==> config.mk <==
export PLATFORM = sky130hd
export DESIGN_NAME = xlt_ctx_regbank
export DESIGN_NICKNAME = d
export VERILOG_FILES = /design/src/rtl/xlt_ctx_pkg.sv /design/src/rtl/xlt_ctx_decode.sv /design/src/rtl/xlt_ctx_slot.sv /design/src/rtl/xlt_ctx_rdmux.sv /design/src/rtl/xlt_ctx_regbank.sv
export SDC_FILE = /design/constraint.sdc
export NUM_CORES = 1
export LEC_CHECK = 0
export CAP_MARGIN = 20
export CORE_MARGIN = 8
export CORE_UTILIZATION = 30
export DETAILED_ROUTE_END_ITERATION = 12
export PLACE_DENSITY = 0.59
export SKIP_CTS_REPAIR_TIMING = 1
export SLEW_MARGIN = 20
export SYNTH_ARGS = -nofsm -noshare
export SYNTH_HDL_FRONTEND = slang
export SYNTH_SLANG_ARGS = --single-unit
==> constraint.sdc <==
create_clock -name clk -period 1.8 [get_ports clk]
set_input_delay 0.27 -clock clk [delete_from_list [all_inputs] [get_ports clk]]
set_output_delay 0.27 -clock clk [all_outputs]
set_load 0.01 [all_outputs]
==> src/rtl/xlt_ctx_pkg.sv <==
package xlt_ctx_pkg;

   localparam int WIN_BITS   = 6;
   localparam int CTX_LIMIT  = 8;
   localparam logic [WIN_BITS-1:0] OFF_CTRL  = 6'h00;
   localparam logic [WIN_BITS-1:0] OFF_STAT  = 6'h20;
   localparam logic [WIN_BITS-1:0] OFF_FADDR = 6'h30;

   typedef enum logic [1:0] {
      SEL_NONE  = 2'd0,
      SEL_CTRL  = 2'd1,
      SEL_STAT  = 2'd2,
      SEL_FADDR = 2'd3
   } reg_sel_e;

   typedef struct packed {
      logic [3:0] flags;
      logic [2:0] code;
      logic [1:0] level;
   } fault_rec_t;

   function automatic logic [31:0] pack_ctrl(input logic en, input logic pend,
                                             input logic ie);
      logic [31:0] w;
      w    = '0;
      w[0] = en;
      w[1] = pend;
      w[2] = ie;
      return w;
   endfunction

   function automatic logic [31:0] pack_status(input fault_rec_t r);
      logic [31:0] w;
      w        = '0;
      w[2:0]   = r.flags[2:0];
      w[4]     = r.flags[3];
      w[10:8]  = r.code;
      w[13:12] = r.level;
      return w;
   endfunction

endpackage

==> src/rtl/xlt_ctx_decode.sv <==
module xlt_ctx_decode
   import xlt_ctx_pkg::*;
#(
   parameter int NUM_CTX = 8,
   parameter int ADDR_W  = 9,
   parameter int CTX_W   = 3
) (
   input  logic [ADDR_W-1:0]  addr,
   input  logic               we,
   output logic [CTX_W-1:0]   ctx_idx,
   output reg_sel_e           sel,
   output logic [NUM_CTX-1:0] ctrl_we,
   output logic [NUM_CTX-1:0] stat_we
);

   localparam int IDX_W = ADDR_W - WIN_BITS;

   logic [IDX_W-1:0]    win_idx;
   logic [WIN_BITS-1:0] win_off;
   logic                in_range;

   assign win_idx  = addr[ADDR_W-1:WIN_BITS];
   assign win_off  = addr[WIN_BITS-1:0];
   assign in_range = (int'(win_idx) < NUM_CTX);
   assign ctx_idx  = win_idx[CTX_W-1:0];

   always_comb begin
      sel = SEL_NONE;
      if (in_range) begin
         unique case (win_off)
            OFF_CTRL:  sel = SEL_CTRL;
            OFF_STAT:  sel = SEL_STAT;
            OFF_FADDR: sel = SEL_FADDR;
            default:   sel = SEL_NONE;
         endcase
      end
   end

   for (genvar i = 0; i < NUM_CTX; i++) begin : g_we
      assign ctrl_we[i] = we && (sel == SEL_CTRL) && (int'(win_idx) == i);
      assign stat_we[i] = we && (sel == SEL_STAT) && (int'(win_idx) == i);
   end

endmodule

==> src/rtl/xlt_ctx_slot.sv <==
module xlt_ctx_slot
   import xlt_ctx_pkg::*;
#(
   parameter int DATA_W  = 32,
   parameter int FADDR_W = 32
) (
   input  logic               clk,
   input  logic               rst_n,
   input  logic               ctrl_we,
   input  logic               stat_we,
   input  logic [DATA_W-1:0]  wdata,
   input  logic               flt_hit,
   input  fault_rec_t         flt_rec,
   input  logic [FADDR_W-1:0] flt_addr,
   input  logic               inv_done,
   output logic               en,
   output logic               ie,
   output logic               pend,
   output logic               inv_req,
   output fault_rec_t         rec,
   output logic [FADDR_W-1:0] far
);

   logic still_busy;
   logic start_flush;
   logic ev;
   logic clr;
   logic held;

   // A flush still counts as busy unless the engine completes it this cycle.
   assign still_busy  = pend && !inv_done;
   assign start_flush = ctrl_we && wdata[1] && !still_busy;

   always_ff @(posedge clk or negedge rst_n) begin
      if (!rst_n) begin
         en      <= 1'b0;
         ie      <= 1'b0;
         pend    <= 1'b0;
         inv_req <= 1'b0;
      end else begin
         if (ctrl_we) begin
            en <= wdata[0];
            ie <= wdata[2];
         end
         pend    <= start_flush || still_busy;
         inv_req <= start_flush;
      end
   end

   assign ev   = flt_hit && (flt_rec.flags != 4'd0);
   assign clr  = stat_we && (wdata == '0);
   assign held = (rec.flags != 4'd0);

   always_ff @(posedge clk or negedge rst_n) begin
      if (!rst_n) begin
         rec <= '0;
         far <= '0;
      end else if (clr) begin
         if (ev) begin
            rec <= flt_rec;
            far <= flt_addr;
         end else begin
            rec <= '0;
         end
      end else if (ev) begin
         if (held) begin
            rec.flags <= rec.flags | flt_rec.flags;
         end else begin
            rec <= flt_rec;
            far <= flt_addr;
         end
      end
   end

endmodule

==> src/rtl/xlt_ctx_rdmux.sv <==
module xlt_ctx_rdmux
   import xlt_ctx_pkg::*;
#(
   parameter int NUM_CTX   = 8,
   parameter int CTX_W     = 3,
   parameter int DATA_W    = 32,
   parameter int FADDR_W   = 32,
   parameter bit REG_RDATA = 1'b1
) (
   input  logic                            clk,
   input  logic                            rst_n,
   input  logic                            re,
   input  logic [CTX_W-1:0]                ctx_idx,
   input  reg_sel_e                        sel,
   input  logic [NUM_CTX-1:0]              en_vec,
   input  logic [NUM_CTX-1:0]              ie_vec,
   input  logic [NUM_CTX-1:0]              pend_vec,
   input  fault_rec_t [NUM_CTX-1:0]        rec_vec,
   input  logic [NUM_CTX-1:0][FADDR_W-1:0] far_vec,
   output logic [DATA_W-1:0]               rdata
);

   logic [31:0]       word32;
   logic [DATA_W-1:0] word;

   always_comb begin
      word32 = '0;
      unique case (sel)
         SEL_CTRL:  word32 = pack_ctrl(en_vec[ctx_idx], pend_vec[ctx_idx],
                                       ie_vec[ctx_idx]);
         SEL_STAT:  word32 = pack_status(rec_vec[ctx_idx]);
         SEL_FADDR: word32 = 32'(far_vec[ctx_idx]);
         default:   word32 = '0;
      endcase
   end

   assign word = DATA_W'(word32);

   if (REG_RDATA) begin : g_reg
      always_ff @(posedge clk or negedge rst_n) begin
         if (!rst_n)  rdata <= '0;
         else if (re) rdata <= word;
      end
   end else begin : g_comb
      logic unused_clk;
      assign unused_clk = clk ^ rst_n;
      assign rdata = re ? word : '0;
   end

endmodule

==> src/rtl/xlt_ctx_regbank.sv <==
module xlt_ctx_regbank
   import xlt_ctx_pkg::*;
#(
   parameter int NUM_CTX   = 8,
   parameter int CTX_W     = (NUM_CTX > 1) ? $clog2(NUM_CTX) : 1,
   parameter int ADDR_W    = 9,
   parameter int DATA_W    = 32,
   parameter int FADDR_W   = 32,
   parameter bit REG_RDATA = 1'b1
) (
   input  logic               clk,
   input  logic               rst_n,
   input  logic [ADDR_W-1:0]  reg_addr,
   input  logic [DATA_W-1:0]  reg_wdata,
   input  logic               reg_we,
   input  logic               reg_re,
   output logic [DATA_W-1:0]  reg_rdata,
   input  logic               flt_valid,
   input  logic [CTX_W-1:0]   flt_ctx,
   input  logic [3:0]         flt_flags,
   input  logic [2:0]         flt_code,
   input  logic [1:0]         flt_level,
   input  logic [FADDR_W-1:0] flt_addr,
   input  logic [NUM_CTX-1:0] inv_done,
   output logic [NUM_CTX-1:0] inv_req,
   output logic [NUM_CTX-1:0] xlt_en,
   output logic               irq
);

   if (NUM_CTX < 1 || NUM_CTX > CTX_LIMIT) begin : g_bad_ctx
      $error("NUM_CTX must lie in 1..8");
   end
   if (ADDR_W < CTX_W + WIN_BITS) begin : g_bad_addr
      $error("ADDR_W too narrow for the context windows");
   end
   if (DATA_W < 14 || FADDR_W > DATA_W || FADDR_W > 32) begin : g_bad_data
      $error("DATA_W must hold the status layout and the fault address");
   end

   logic [CTX_W-1:0]              ctx_idx;
   reg_sel_e                      sel;
   logic [NUM_CTX-1:0]            ctrl_we;
   logic [NUM_CTX-1:0]            stat_we;
   logic [NUM_CTX-1:0]            ie_vec;
   logic [NUM_CTX-1:0]            pend_vec;
   logic [NUM_CTX-1:0]            flag_any;
   logic [NUM_CTX-1:0][3:0]       flags_vec;
   fault_rec_t [NUM_CTX-1:0]      rec_vec;
   logic [NUM_CTX-1:0][FADDR_W-1:0] far_vec;
   fault_rec_t                    flt_rec;

   assign flt_rec.flags = flt_flags;
   assign flt_rec.code  = flt_code;
   assign flt_rec.level = flt_level;

   xlt_ctx_decode #(
      .NUM_CTX (NUM_CTX),
      .ADDR_W  (ADDR_W),
      .CTX_W   (CTX_W)
   ) dec_i (
      .addr    (reg_addr),
      .we      (reg_we),
      .ctx_idx (ctx_idx),
      .sel     (sel),
      .ctrl_we (ctrl_we),
      .stat_we (stat_we)
   );

   for (genvar i = 0; i < NUM_CTX; i++) begin : g_slot
      logic hit;
      assign hit = flt_valid && (flt_ctx == CTX_W'(i));

      xlt_ctx_slot #(
         .DATA_W  (DATA_W),
         .FADDR_W (FADDR_W)
      ) slot_i (
         .clk      (clk),
         .rst_n    (rst_n),
         .ctrl_we  (ctrl_we[i]),
         .stat_we  (stat_we[i]),
         .wdata    (reg_wdata),
         .flt_hit  (hit),
         .flt_rec  (flt_rec),
         .flt_addr (flt_addr),
         .inv_done (inv_done[i]),
         .en       (xlt_en[i]),
         .ie       (ie_vec[i]),
         .pend     (pend_vec[i]),
         .inv_req  (inv_req[i]),
         .rec      (rec_vec[i]),
         .far      (far_vec[i])
      );

      assign flags_vec[i] = rec_vec[i].flags;
      assign flag_any[i]  = |rec_vec[i].flags;
   end

   assign irq = |(flag_any & ie_vec);

   xlt_ctx_rdmux #(
      .NUM_CTX   (NUM_CTX),
      .CTX_W     (CTX_W),
      .DATA_W    (DATA_W),
      .FADDR_W   (FADDR_W),
      .REG_RDATA (REG_RDATA)
   ) rd_i (
      .clk      (clk),
      .rst_n    (rst_n),
      .re       (reg_re),
      .ctx_idx  (ctx_idx),
      .sel      (sel),
      .en_vec   (xlt_en),
      .ie_vec   (ie_vec),
      .pend_vec (pend_vec),
      .rec_vec  (rec_vec),
      .far_vec  (far_vec),
      .rdata    (reg_rdata)
   );

endmodule

==> flow_summary.yaml, run 1 <==
power_and_ir_drop:
  max-vdd-ir-drop_mv: 0.557
  switching_share_pct: 24.4
  p_sw_mw: 5.48
  p_per_area_nw_per_um2: 902
  power_frac_clock_pct: 40.0
  p_seq_share_pct: 45.7
  power.internal_mw: 17.0
  power_frac_comb_pct: 14.3
  p_leak_nw: 11.8
yosys:
  synth_ff_type: "dfrtp_1"
  synth-edff-count: 0
  synth_largest_area_cell: "dfrtp_1"
  synth-seq-cells: 392
  netlist_area_um2: 18000
  ys_seq_area_share_pct: 54.6
  synthXorXnorAreaFrac_pct: 0
  ys_warn_count: 0
  avgSynthCellArea_um2: 14.8
  ys_types: 47
  synthMuxAreaShare_pct: 31.4
  synth_compound_area_share_pct: 5.48
  synth-simple-area-share_pct: 4.49
  synth.area.top_cells: "dfrtp_1 55%, mux2_2 13%, mux4_2 11%"
  syn_inst: 1218
  synth_fa_ha_area_share_pct: 0
  yosysTopAreaCellShare_pct: 54.6
  synth_top_family_by_area: "multiplexers"
  synthArstFlopShare_pct: 100
  syn_nets: 1316
cts:
  clock_path_buffers: 3
  cts.htree.levels: 2
  clock_sinks: 392
  worstSkewPairLatency_ns: 0.57
  clk_pin_slew_worst_paths_ns: 0.06
  root_buffer: "clkbuf_16"
  cts_made_buffers: 45
  cts_tree: "yes"
sta:
  fin_crit_ns: 2.41
  finalHoldViolCount: 0
  fin_crit_sh_pct: 134
  skew_ns: 0.0183
  finalWorstSetupSlack_ns: -0.606
  rsz0062_at_grt: "yes"
  setup_viol: 277
  relSlewSlack_pct: 57.5
  slew_violations: 0
  fmax_mhz: 416
  tightest_slew_ns: 0.635
drt:
  vias_per_cell: 5.07
  drc: 0
  drt.antenna.violating_nets: 0
  avgRoutedWirePerCell_um: 22.9
  vias: 12000
  drtIter0Drc: 768
  first_pass_iters: 4
  routed_wl_um: 54100
grt:
  grtUsageTotal_pct: 14.8
  grt_pass1_vias: 12900
  antenna_found_initial: 3
  grt_overflow: 0
  grt_max_degree: 68
  grt_pass1_wl_um: 78400
floorplan:
  die_w_um: 261
  core_um2: 59100
  die_area_um2: 68000
  die_h_um: 261
  initial_core_util_pct: 30.4
  row_count: 89
  ioPinCount: 147
worst_setup_path:
  end_kind: "output pin"
  crit_slowest_cell: "or4_4"
  crit_arrival_ns: 2.14
  crit_fanout: 2
  crit_chain: "or4_4 -> a22oi_2 -> nand4_1 -> buf_2"
  startpoint_type: "flip-flop"
  critPathKind: "reg2out"
  cpPeakStageDelay_ns: 0.59
  worstPathRequired_ns: 1.53
finish:
  nNetsFinal: 1652
  drive_gt1_share_pct: 45.9
  fin_cells: 2361
  final_area_um2: 24900
  areaGrowthSynthToFinish_pct: 38.6
flow_run:
  drv_cap: 0
placement:
  dp_cells: 2238
  port_buffers: 146
  postPlaceCellArea_um2: 22200
  hpwl_um: 34800
  gp_congestion: 0.849
status:
  violations: "setup timing"
  status: "complete, but fails checks"
min_path:
  min_path_type: "in2reg"
==> power by group through the flow <==
stage | combinational (mW) | sequential (mW) | clock (mW)
6_report | 3.22 | 10.3 | 8.98
5_1_grt | 3.46 | 10.4 | 9.52
4_1_cts | 3.07 | 10.2 | 9.19
3_5_place_dp | 3.05 | 10.4 | 0
3_3_place_gp | 2.97 | 10.3 | 0
2_1_floorplan | 1.76 | 10.2 | 0
==> metal layers <==
layer	GRT usage, %	part of all wire, %	routed length, um	up-vias
li1	-	-	-	5226
met1	19.8	45	24200	6362
met2	23.7	47	25400	306
met3	3.67	6.2	3360	75
met4	4.14	2.2	1200	4
met5	0	0.059	32	-
==> cell usage in the layout (no fill, tap or decap), types with 4 or more instances in the layout <==
| cell type | n |
|---|---|
| clkbuf_1 | 14 |
| mux2_2 | 49 |
| mux2_4 | 222 |
| dlymetal6s2s_1 | 29 |
| dfrtp_1 | 392 |
| o22ai_1 | 27 |
| nand2_1 | 38 |
| mux4_2 | 88 |
| clkbuf_8 | 9 |
| a221oi_1 | 6 |
| clkdlybuf4s50_1 | 97 |
| o221ai_1 | 5 |
| nor2b_1 | 5 |
| buf_6 | 18 |
| nand3_1 | 6 |
| mux2i_1 | 53 |
| a22o_1 | 55 |
| nor4_4 | 6 |
| buf_12 | 31 |
| clkbuf_16 | 62 |
| and4b_1 | 4 |
| o22a_1 | 4 |
| nor2b_4 | 4 |
| clkbuf_2 | 14 |
| nand2b_1 | 8 |
| nand4_1 | 12 |
| or4_4 | 10 |
| and3_1 | 6 |
| nor2_1 | 12 |
| clkinv_2 | 7 |
| a21oi_1 | 7 |
| buf_4 | 170 |
| nor4_2 | 6 |
| buf_8 | 4 |
| inv_1 | 51 |
| o21a_1 | 4 |
==> cell type report <==
cell class / instances / area (um^2)
Antenna cell: 1 / 2.50
Clock buffer: 68 / 1300
Fill cell: 5295 / 34200
Sequential cell: 392 / 9810
Inverter: 52 / 195
Clock inverter: 12 / 119
Multi-Input combinational cell: 679 / 8480
Timing Repair Buffer: 384 / 4040
Tap cell: 773 / 967
==> cells by family (layout without fill, tap and decap cells) <==
logic type      after synthesis  count (layout)
compound gates              125             125
other cells                   0               1
simple gates                141             141
flops                       392             392
buf+inv                     147             516
mux                         413             413
==> synth_stat cells (10+ instances only) <==
| master | instances |
|---|---|
| buf_4 | 19 |
| buf_1 | 17 |
| mux2i_1 | 53 |
| inv_1 | 52 |
| or4_1 | 10 |
| dfrtp_1 | 392 |
| mux4_2 | 88 |
| mux2_1 | 40 |
| nor2_1 | 15 |
| mux2_4 | 20 |
| a22o_1 | 55 |
| nand4_1 | 12 |
| nand2_1 | 39 |
| clkbuf_1 | 26 |
| buf_2 | 24 |
| o22ai_1 | 27 |
| mux2_2 | 212 |
| nor4_1 | 13 |
==> flip-flops by register name, summed over array words and instances (netlist names) <==
| register | flops |
|---|---|
| g_slot.slot_i.far | 256 |
| g_slot.slot_i.rec | 72 |
| rd_i.rdata | 32 |
| g_slot.slot_i.en | 8 |
| g_slot.slot_i.ie | 8 |
| g_slot.slot_i.inv_req | 8 |
| g_slot.slot_i.pend | 8 |
==> stage by stage <==
stage          utilization (%)  setup slack (ns)  TNS [ns]  total power [mW]  hold slack, ns
6_report                  42.1            -0.606    -51.60              22.5           0.137
5_1_grt                   42.1            -0.636    -60.94              23.4           0.152
4_1_cts                   40.0             -1.07   -129.30              22.5          -0.396
3_5_place_dp              37.6             -1.14   -363.13              13.4           0.211
3_3_place_gp              37.6             -1.18   -373.07              13.3           0.211
2_1_floorplan                -            -0.618   -141.94              12.0         -0.0256
==> critical path, delay by kind of cell, from the launching register on <==
kind                   cells  cell delay [ns]
buffers and inverters      1             0.21
flip-flops                 1             0.38
AO/OA/AOI/OAI              1             0.19
AND/OR/NAND/NOR            2             0.80
==> path summary, 6_finish.rpt <==
kind	from	end	slack [ns]	cells past startpoint
worst min register to register	g_slot[2].slot_i.pend$_DFF_PN0_	g_slot[2].slot_i.inv_req$_DFF_PN0_	0.48	1
min in group asynchronous	rst_n	g_slot[0].slot_i.far[25]$_DFFE_PN0P_	0.22	2
worst max register to register	g_slot[4].slot_i.rec[8]$_DFFE_PN0P_	g_slot[4].slot_i.far[1]$_DFFE_PN0P_	-0.38	7
worst max-delay path	g_slot[6].slot_i.rec[8]$_DFFE_PN0P_	irq	-0.61	4
worst min-delay path	reg_wdata[1]	g_slot[3].slot_i.pend$_DFF_PN0_	0.14	4
max in group asynchronous	rst_n	g_slot[1].slot_i.far[4]$_DFFE_PN0P_	0.86	3
No activity file was read; power rests on OpenSTA's default activity.
==> run 2, diff against run 1 <==
--- a/config.mk
+++ b/config.mk
@@ -11,7 +11,6 @@
 export DETAILED_ROUTE_END_ITERATION = 12
 export PLACE_DENSITY = 0.59
 export SKIP_CTS_REPAIR_TIMING = 1
-export SLEW_MARGIN = 20
 export SYNTH_ARGS = -nofsm -noshare
 export SYNTH_HDL_FRONTEND = slang
 export SYNTH_SLANG_ARGS = --single-unit
==> results of run 2 <==
Same layout as run 1: the final DEF is identical, and so are final timing and power.
